==> src/rtl/cipher_key_store_pkg.sv <==
package cipher_key_store_pkg;
  localparam int KeyBytes = 8;
  localparam int ByteW    = 8;
  localparam int KeyW     = KeyBytes * ByteW;
  localparam int IdxW     = $clog2(KeyBytes);

  typedef logic [IdxW-1:0] byteIdx_t;

  typedef enum logic {
    KIND_WORK   = 1'b0,
    KIND_MASTER = 1'b1
  } loadKind_t;

  // strobes from control to datapath
  typedef struct packed {
    logic     wrMaster;
    logic     wrWork;
    byteIdx_t wrIdx;
    logic     xferCopy;
    byteIdx_t xferIdx;
    logic     engLoad;
    logic     invalidate;
    logic     validate;
    logic     clrErr;
  } keyStrobes_t;

  // odd parity: a good byte has an odd count of ones
  function automatic logic oddOk(input logic [ByteW-1:0] b);
    return ^b;
  endfunction

  // lsb position of lane idx, lane 0 is the top byte
  function automatic int laneLsb(input byteIdx_t idx);
    return ByteW * (KeyBytes - 1 - int'(idx));
  endfunction
endpackage

==> src/rtl/cipher_key_store_ctrl.sv <==
module cipher_key_store_ctrl
  import cipher_key_store_pkg::*;
(
  input  logic        clk,
  input  logic        rstN,
  input  logic        softRst,
  input  logic        wrEn,
  input  loadKind_t   wrKind,
  input  logic        xferReq,
  input  logic        engBusy,
  input  logic        engKeyStrobe,
  output keyStrobes_t strobes,
  output logic        xferBusy
);
  localparam byteIdx_t LastIdx = byteIdx_t'(KeyBytes - 1);

  logic      seqActive;
  loadKind_t seqKind;
  byteIdx_t  seqCnt;
  logic      xferBusyQ;
  byteIdx_t  xferCnt;

  logic     resetNow, opActive, blocked;
  logic     xferStart, wrAccept, engAccept, restart;
  byteIdx_t curIdx;

  assign resetNow  = !rstN || softRst;
  assign opActive  = seqActive || xferBusyQ || engBusy;
  assign blocked   = xferBusyQ || engBusy;
  assign xferStart = xferReq && !blocked && !resetNow;
  assign wrAccept  = wrEn && !blocked && !xferReq && !resetNow;
  assign engAccept = engKeyStrobe && !xferBusyQ && !resetNow;
  assign restart   = !seqActive || (wrKind != seqKind);
  assign curIdx    = restart ? '0 : seqCnt;

  always_comb begin
    strobes            = '0;
    strobes.wrWork     = wrAccept;
    strobes.wrMaster   = wrAccept && (wrKind == KIND_MASTER);
    strobes.wrIdx      = curIdx;
    strobes.xferCopy   = xferBusyQ && !resetNow;
    strobes.xferIdx    = xferCnt;
    strobes.engLoad    = engAccept;
    strobes.invalidate = (resetNow && opActive) || xferStart ||
                         (wrAccept && curIdx == '0);
    strobes.validate   = (wrAccept && curIdx == LastIdx) ||
                         (xferBusyQ && !resetNow && xferCnt == LastIdx) ||
                         engAccept;
    strobes.clrErr     = resetNow;
  end

  always_ff @(posedge clk) begin
    if (resetNow) begin
      seqActive <= 1'b0;
      seqCnt    <= '0;
      seqKind   <= KIND_WORK;
      xferBusyQ <= 1'b0;
      xferCnt   <= '0;
    end else begin
      if (xferStart) begin
        xferBusyQ <= 1'b1;
        xferCnt   <= '0;
      end else if (xferBusyQ) begin
        xferCnt <= xferCnt + 1'b1;
        if (xferCnt == LastIdx) xferBusyQ <= 1'b0;
      end

      if (engAccept || xferStart) begin
        seqActive <= 1'b0;
        seqCnt    <= '0;
      end else if (wrAccept) begin
        seqKind   <= wrKind;
        seqCnt    <= curIdx + 1'b1;
        seqActive <= (curIdx != LastIdx);
      end
    end
  end

  assign xferBusy = xferBusyQ;
endmodule

==> src/rtl/cipher_key_store_dp.sv <==
module cipher_key_store_dp
  import cipher_key_store_pkg::*;
(
  input  logic               clk,
  input  keyStrobes_t        strobes,
  input  logic [ByteW-1:0]   wrByte,
  input  logic [KeyW-1:0]    engKey,
  input  logic               engBusy,
  output logic [KeyW-1:0]    masterKey,
  output logic [KeyW-1:0]    workKey,
  output logic               workValid,
  output logic               parityErr
);
  logic [KeyBytes-1:0] engLaneOk;
  logic [KeyBytes-1:0] workLaneOk;
  logic                errHit;

  for (genvar g = 0; g < KeyBytes; g++) begin : gLane
    assign engLaneOk[g]  = oddOk(engKey[g*ByteW +: ByteW]);
    assign workLaneOk[g] = oddOk(workKey[g*ByteW +: ByteW]);
  end

  assign errHit = (strobes.wrWork && !oddOk(wrByte)) ||
                  (strobes.engLoad && !(&engLaneOk)) ||
                  (engBusy && !(&workLaneOk));

  // key storage carries no reset: both resets must preserve it
  always_ff @(posedge clk) begin
    if (strobes.wrMaster)
      masterKey[laneLsb(strobes.wrIdx) +: ByteW] <= wrByte;
    if (strobes.engLoad)
      workKey <= engKey;
    else if (strobes.xferCopy)
      workKey[laneLsb(strobes.xferIdx) +: ByteW] <=
        masterKey[laneLsb(strobes.xferIdx) +: ByteW];
    else if (strobes.wrWork)
      workKey[laneLsb(strobes.wrIdx) +: ByteW] <= wrByte;
  end

  always_ff @(posedge clk) begin
    if (strobes.invalidate)    workValid <= 1'b0;
    else if (strobes.validate) workValid <= 1'b1;
  end

  always_ff @(posedge clk) begin
    if (strobes.clrErr)  parityErr <= 1'b0;
    else if (errHit)     parityErr <= 1'b1;
  end
endmodule

==> src/rtl/cipher_key_store.sv <==
module cipher_key_store
  import cipher_key_store_pkg::*;
(
  input  logic               clk,
  input  logic               rstN,
  input  logic               softRst,
  input  logic               wrEn,
  input  logic               wrKind,
  input  logic [ByteW-1:0]   wrByte,
  input  logic               xferReq,
  input  logic               engBusy,
  input  logic               engKeyStrobe,
  input  logic [KeyW-1:0]    engKey,
  output logic [KeyW-1:0]    masterKey,
  output logic [KeyW-1:0]    workKey,
  output logic               workKeyValid,
  output logic               xferBusy,
  output logic               parityErr,
  output logic               parityIrqN
);
  keyStrobes_t strobes;

  cipher_key_store_ctrl uCtrl (
    .clk          (clk),
    .rstN         (rstN),
    .softRst      (softRst),
    .wrEn         (wrEn),
    .wrKind       (loadKind_t'(wrKind)),
    .xferReq      (xferReq),
    .engBusy      (engBusy),
    .engKeyStrobe (engKeyStrobe),
    .strobes      (strobes),
    .xferBusy     (xferBusy)
  );

  cipher_key_store_dp uDp (
    .clk       (clk),
    .strobes   (strobes),
    .wrByte    (wrByte),
    .engKey    (engKey),
    .engBusy   (engBusy),
    .masterKey (masterKey),
    .workKey   (workKey),
    .workValid (workKeyValid),
    .parityErr (parityErr)
  );

  assign parityIrqN = !parityErr;
endmodule

==> config.mk <==
export PLATFORM = sky130hd
export DESIGN_NAME = cipher_key_store
export DESIGN_NICKNAME = d
export VERILOG_FILES = /design/src/rtl/cipher_key_store_pkg.sv /design/src/rtl/cipher_key_store_ctrl.sv /design/src/rtl/cipher_key_store_dp.sv /design/src/rtl/cipher_key_store.sv
export SDC_FILE = /design/constraint.sdc
export NUM_CORES = 1
export LEC_CHECK = 0
export CAP_MARGIN = 40
export CORE_MARGIN = 2
export CORE_UTILIZATION = 40
export CTS_BUF_LIST = sky130_fd_sc_hd__clkbuf_8
export CTS_CLUSTER_SIZE = 10
export DETAILED_ROUTE_END_ITERATION = 6
export HOLD_SLACK_MARGIN = 0.06
export PLACE_DENSITY = 0.67
export SYNTH_ARGS = -nofsm -noshare
export SYNTH_HDL_FRONTEND = slang
export SYNTH_SLANG_ARGS = --single-unit
==> constraint.sdc <==
create_clock -name clk -period 2.6 [get_ports clk]
set_input_delay 0.26 -clock clk [delete_from_list [all_inputs] [get_ports clk]]
set_output_delay 0.26 -clock clk [all_outputs]
set_load 0.03 [all_outputs]
==> metrics.txt <==
# TYPE chip_impl_metric gauge
chip_impl_metric{name="final_min_period_over_clock_period",unit="%"} 95.23
chip_impl_metric{name="floorplan.core_area",unit="mm^2"} 0.01965
chip_impl_metric{name="power_report.internal_total",unit="mW"} 3.715
chip_impl_metric{name="htree_num_levels",unit=""} 4
chip_impl_metric{name="max_freq",unit="MHz"} 403.9
chip_impl_info{name="synth_top_area_cell",value="edfxtp_1"} 1
chip_impl_metric{name="clk-insertion-delay-late",unit="ns"} 0.48
chip_impl_metric{name="portBuffers",unit=""} 211
chip_impl_metric{name="synthDistinctLibCells",unit=""} 51
chip_impl_metric{name="grt_pass1_wl",unit="mm"} 40.15
chip_impl_metric{name="cts_made_buffers",unit=""} 17
chip_impl_metric{name="antennaDiodeCount",unit=""} 0
chip_impl_metric{name="detailed_place_hpwl",unit="mm"} 20.43
chip_impl_metric{name="cts-root-to-sink-buffers",unit=""} 2
chip_impl_metric{name="final_net_count",unit=""} 1084
chip_impl_metric{name="maxCapViolations",unit=""} 0
chip_impl_info{name="start_kind",value="flop"} 1
chip_impl_metric{name="yosysWarnings",unit=""} 0
chip_impl_metric{name="place_congestion",unit=""} 0.8589
chip_impl_metric{name="syn_nets",unit=""} 819
chip_impl_metric{name="drive_above_1_share",unit="%"} 15.77
chip_impl_metric{name="die_x",unit="um"} 146.1
chip_impl_metric{name="grt_usage",unit="%"} 24.86
chip_impl_metric{name="cp_data_arrival_time",unit="ns"} 2.67
chip_impl_info{name="root_buffer",value="clkbuf_8"} 1
chip_impl_metric{name="pin_count",unit=""} 212
chip_impl_metric{name="vdd_drop_max",unit="mV"} 0.3148
chip_impl_info{name="yosys_most_used_dff",value="edfxtp_1"} 1
chip_impl_info{name="setup_repair_after_global_routing_missed_its_margin",value="no"} 1
chip_impl_info{name="hold_path_class",value="in2reg"} 1
chip_impl_metric{name="dr.pass1.iters",unit=""} 5
chip_impl_metric{name="grt-ovfl-total",unit=""} 0
chip_impl_info{name="final_common_cell",value="clkdlybuf4s50_1"} 1
chip_impl_metric{name="synth_area_per_cell",unit="um^2"} 11.07
chip_impl_metric{name="drt_iter0_markers",unit=""} 525
chip_impl_info{name="timing.setup.critical_path_class",value="reg2reg"} 1
chip_impl_metric{name="critical_path.max_fanout",unit=""} 8
chip_impl_metric{name="switching_power",unit="mW"} 1.414
chip_impl_metric{name="hold_ws",unit="ns"} 0.4459
chip_impl_metric{name="p_sw_share",unit="%"} 27.57
chip_impl_metric{name="sequentialPowerShare",unit="%"} 48.1
chip_impl_metric{name="finClkSkew",unit="ns"} 0.01664
chip_impl_metric{name="combinational_power_share",unit="%"} 14.6
chip_impl_metric{name="drc_errors",unit=""} 0
chip_impl_metric{name="post_drt_wl_per_cell",unit="um"} 20.95
chip_impl_metric{name="postRouteAntennaNets",unit=""} 0
chip_impl_metric{name="via_count",unit=""} 6942
chip_impl_metric{name="power.leakage",unit="nW"} 3.957
chip_impl_metric{name="synth-edff-count",unit=""} 128
chip_impl_metric{name="grt_antenna_before_repair",unit=""} 0
chip_impl_metric{name="number_of_global_route_vias_before_repair",unit=""} 6864
chip_impl_metric{name="power_density",unit="mW/mm^2"} 447.3
chip_impl_metric{name="ys_seq_elements",unit=""} 139
chip_impl_metric{name="floorplan.initialDensity",unit="%"} 41.10
chip_impl_metric{name="timing.final.hold_violations",unit=""} 0
chip_impl_metric{name="setup_tns",unit="ns"} 0
chip_impl_metric{name="finalCriticalPeriod",unit="ns"} 2.476
chip_impl_info{name="post_synth_main_area_contributors",value="edfxtp_1 48%, xnor2_1 11%, a22oi_1 5.9%, nand2_1 3.8%, nor2_1 3.6%"} 1
chip_impl_metric{name="postSynthCellCount",unit=""} 730
chip_impl_metric{name="floorplan.rows",unit=""} 51
chip_impl_metric{name="cts.hold.buffers_added",unit=""} 0
chip_impl_metric{name="asyncSetResetFlopFracSynth",unit="%"} 0
chip_impl_metric{name="critPathRequiredTime",unit="ns"} 2.80
chip_impl_metric{name="setup_violations",unit=""} 0
chip_impl_metric{name="die_height",unit="um"} 146.1
chip_impl_metric{name="yosysTopAreaCellShare",unit="%"} 47.58
chip_impl_metric{name="die_area",unit="mm^2"} 0.02135
chip_impl_metric{name="detail_route.wirelength",unit="mm"} 26.67
chip_impl_metric{name="syn-cell-area",unit="mm^2"} 0.008078
chip_impl_info{name="commonest_cells_after_routing_fill_and_taps_aside",value="211 x clkdlybuf4s50_1, 128 x edfxtp_1, 104 x xnor2_1, 81 x nand2_1, 74 x nor2_1"} 1
chip_impl_metric{name="max-slew-margin-rel",unit="%"} 61.20
chip_impl_metric{name="final_max_slew_viol_count",unit=""} 0
chip_impl_metric{name="routed_via_density",unit=""} 5.453
chip_impl_info{name="tritoncts",value="yes"} 1
chip_impl_metric{name="grt_start_max_net_pins",unit=""} 49
chip_impl_metric{name="yosysSeqAreaShare",unit="%"} 50.31
chip_impl_metric{name="clock_power_share",unit="%"} 37.3
chip_impl_metric{name="worstMarginPinSlew",unit="ns"} 0.5799
chip_impl_metric{name="clk_transition_reported_paths",unit="ns"} 0.09
chip_impl_info{name="endpoint_kind",value="flop"} 1
chip_impl_info{name="run_status",value="completed"} 1
chip_impl_metric{name="cts.sinks",unit=""} 139
chip_impl_metric{name="area.growth.synth_to_final",unit="%"} 41.98
-- cells by family (layout without fill, tap and decap cells) --
kind of cell | Yosys count | count (layout) | synth area share, %
simple gates | 234 | 234 | 13.96
compound gates | 155 | 155 | 11.96
flops | 139 | 139 | 50.31
xor+xnor | 121 | 121 | 13.12
buf+inv | 45 | 323 | 2.711
mux | 27 | 27 | 6.552
fa+ha+maj | 9 | 9 | 1.394
-- critical path, cell delays in order, from the launching register on --
cell and delay, ns:
dfxtp_1 0.34, xnor2_2 0.15, and3_1 0.20, ha_1 0.22, ha_2 0.40, nor2b_2 0.21, nand3_2 0.15, o31ai_2 0.21
a21o_1 0.18, buf_12 0.13
-- final cells by class --
type / instances / area (um^2)
clock inverters: 15 / 197.7
repair buffers: 286 / 2763
well taps: 265 / 331.6
clock buffers: 17 / 234.0
flip-flops and latches: 139 / 4064
inverters: 5 / 18.77
fillers: 1739 / 8185
multi-input cells: 546 / 3860
-- repair_timing --
item                                    in CTS  in global routing
hold endpoints to repair                     0                  0
resized for setup                            0                  7
buffers inserted                             0                  0
endpoints found under the setup margin       0                 49
-- stage by stage --
step	utilization, %	power, mW	setup WS [ns]	cells	area, um^2
6_report	58.35	5.130	0.1239	1273	11470
5_1_grt	58.35	5.273	0.03976	1273	11470
3_3_place_gp	56.02	3.257	-0.2765	1241	11010
4_1_cts	58.22	5.150	0.07867	1273	11440
2_1_floorplan	-	2.905	0.01664	730	8110
3_5_place_dp	56.02	3.261	-0.3233	1241	11010
-- cells in the mapped netlist, types with 7 or more instances --
| library cell | number |
|---|---|
| edfxtp_1 | 128 |
| nor3_1 | 7 |
| clkbuf_1 | 21 |
| o21ai_0 | 17 |
| o21ai_1 | 56 |
| mux4_2 | 9 |
| nor2_1 | 77 |
| a22oi_1 | 64 |
| nand2b_1 | 11 |
| xnor2_1 | 105 |
| nor2b_1 | 10 |
| dfxtp_1 | 11 |
| nand2_1 | 81 |
| buf_2 | 10 |
| xor2_1 | 16 |
| and2_1 | 11 |
| ha_1 | 9 |
| mux4_1 | 7 |
-- metal layers --
| metal | part of all wire (%) | GRT usage, % |
|---|---|---|
| met4 | 3.0 | 8.981 |
| met2 | 47 | 40.68 |
| met5 | 0 | 0 |
| met1 | 41 | 32.51 |
| met3 | 9.0 | 5.719 |
-- power by group through the flow --
stage          Sequential (mW)  Clock (mW)  Combinational, mW
2_1_floorplan             2.56           0              0.345
3_3_place_gp              2.52           0              0.737
3_5_place_dp              2.52           0              0.741
4_1_cts                   2.47        1.94              0.746
5_1_grt                   2.47        2.01              0.788
6_report                  2.47        1.91              0.747
-- path summary, 6_finish.rpt --
| path | start | endpoint | slack (ns) | cells past startpoint |
|---|---|---|---|---|
| worst max-delay path | uCtrl.seqKind | uDp.workKey[38] | 0.12 | 9 |
| worst min-delay path | xferReq | uCtrl.xferBusy | 0.45 | 3 |
| worst max register to register | uCtrl.seqKind | uDp.workKey[38] | 0.12 | 9 |
| worst min register to register | uCtrl.seqCnt[1] | uCtrl.seqCnt[1] | 0.49 | 2 |
-- sequential cells by signal (all words and copies together), names as in the netlist --
signal           count
uDp.parityErr        1
uDp.workValid        1
uCtrl.seqKind        1
uCtrl.xferCnt        3
uCtrl.xferBusy       1
uCtrl.seqActive      1
uCtrl.seqCnt         3
uDp.workKey         64
uDp.masterKey       64
No activity file was read; power rests on OpenSTA's default activity.
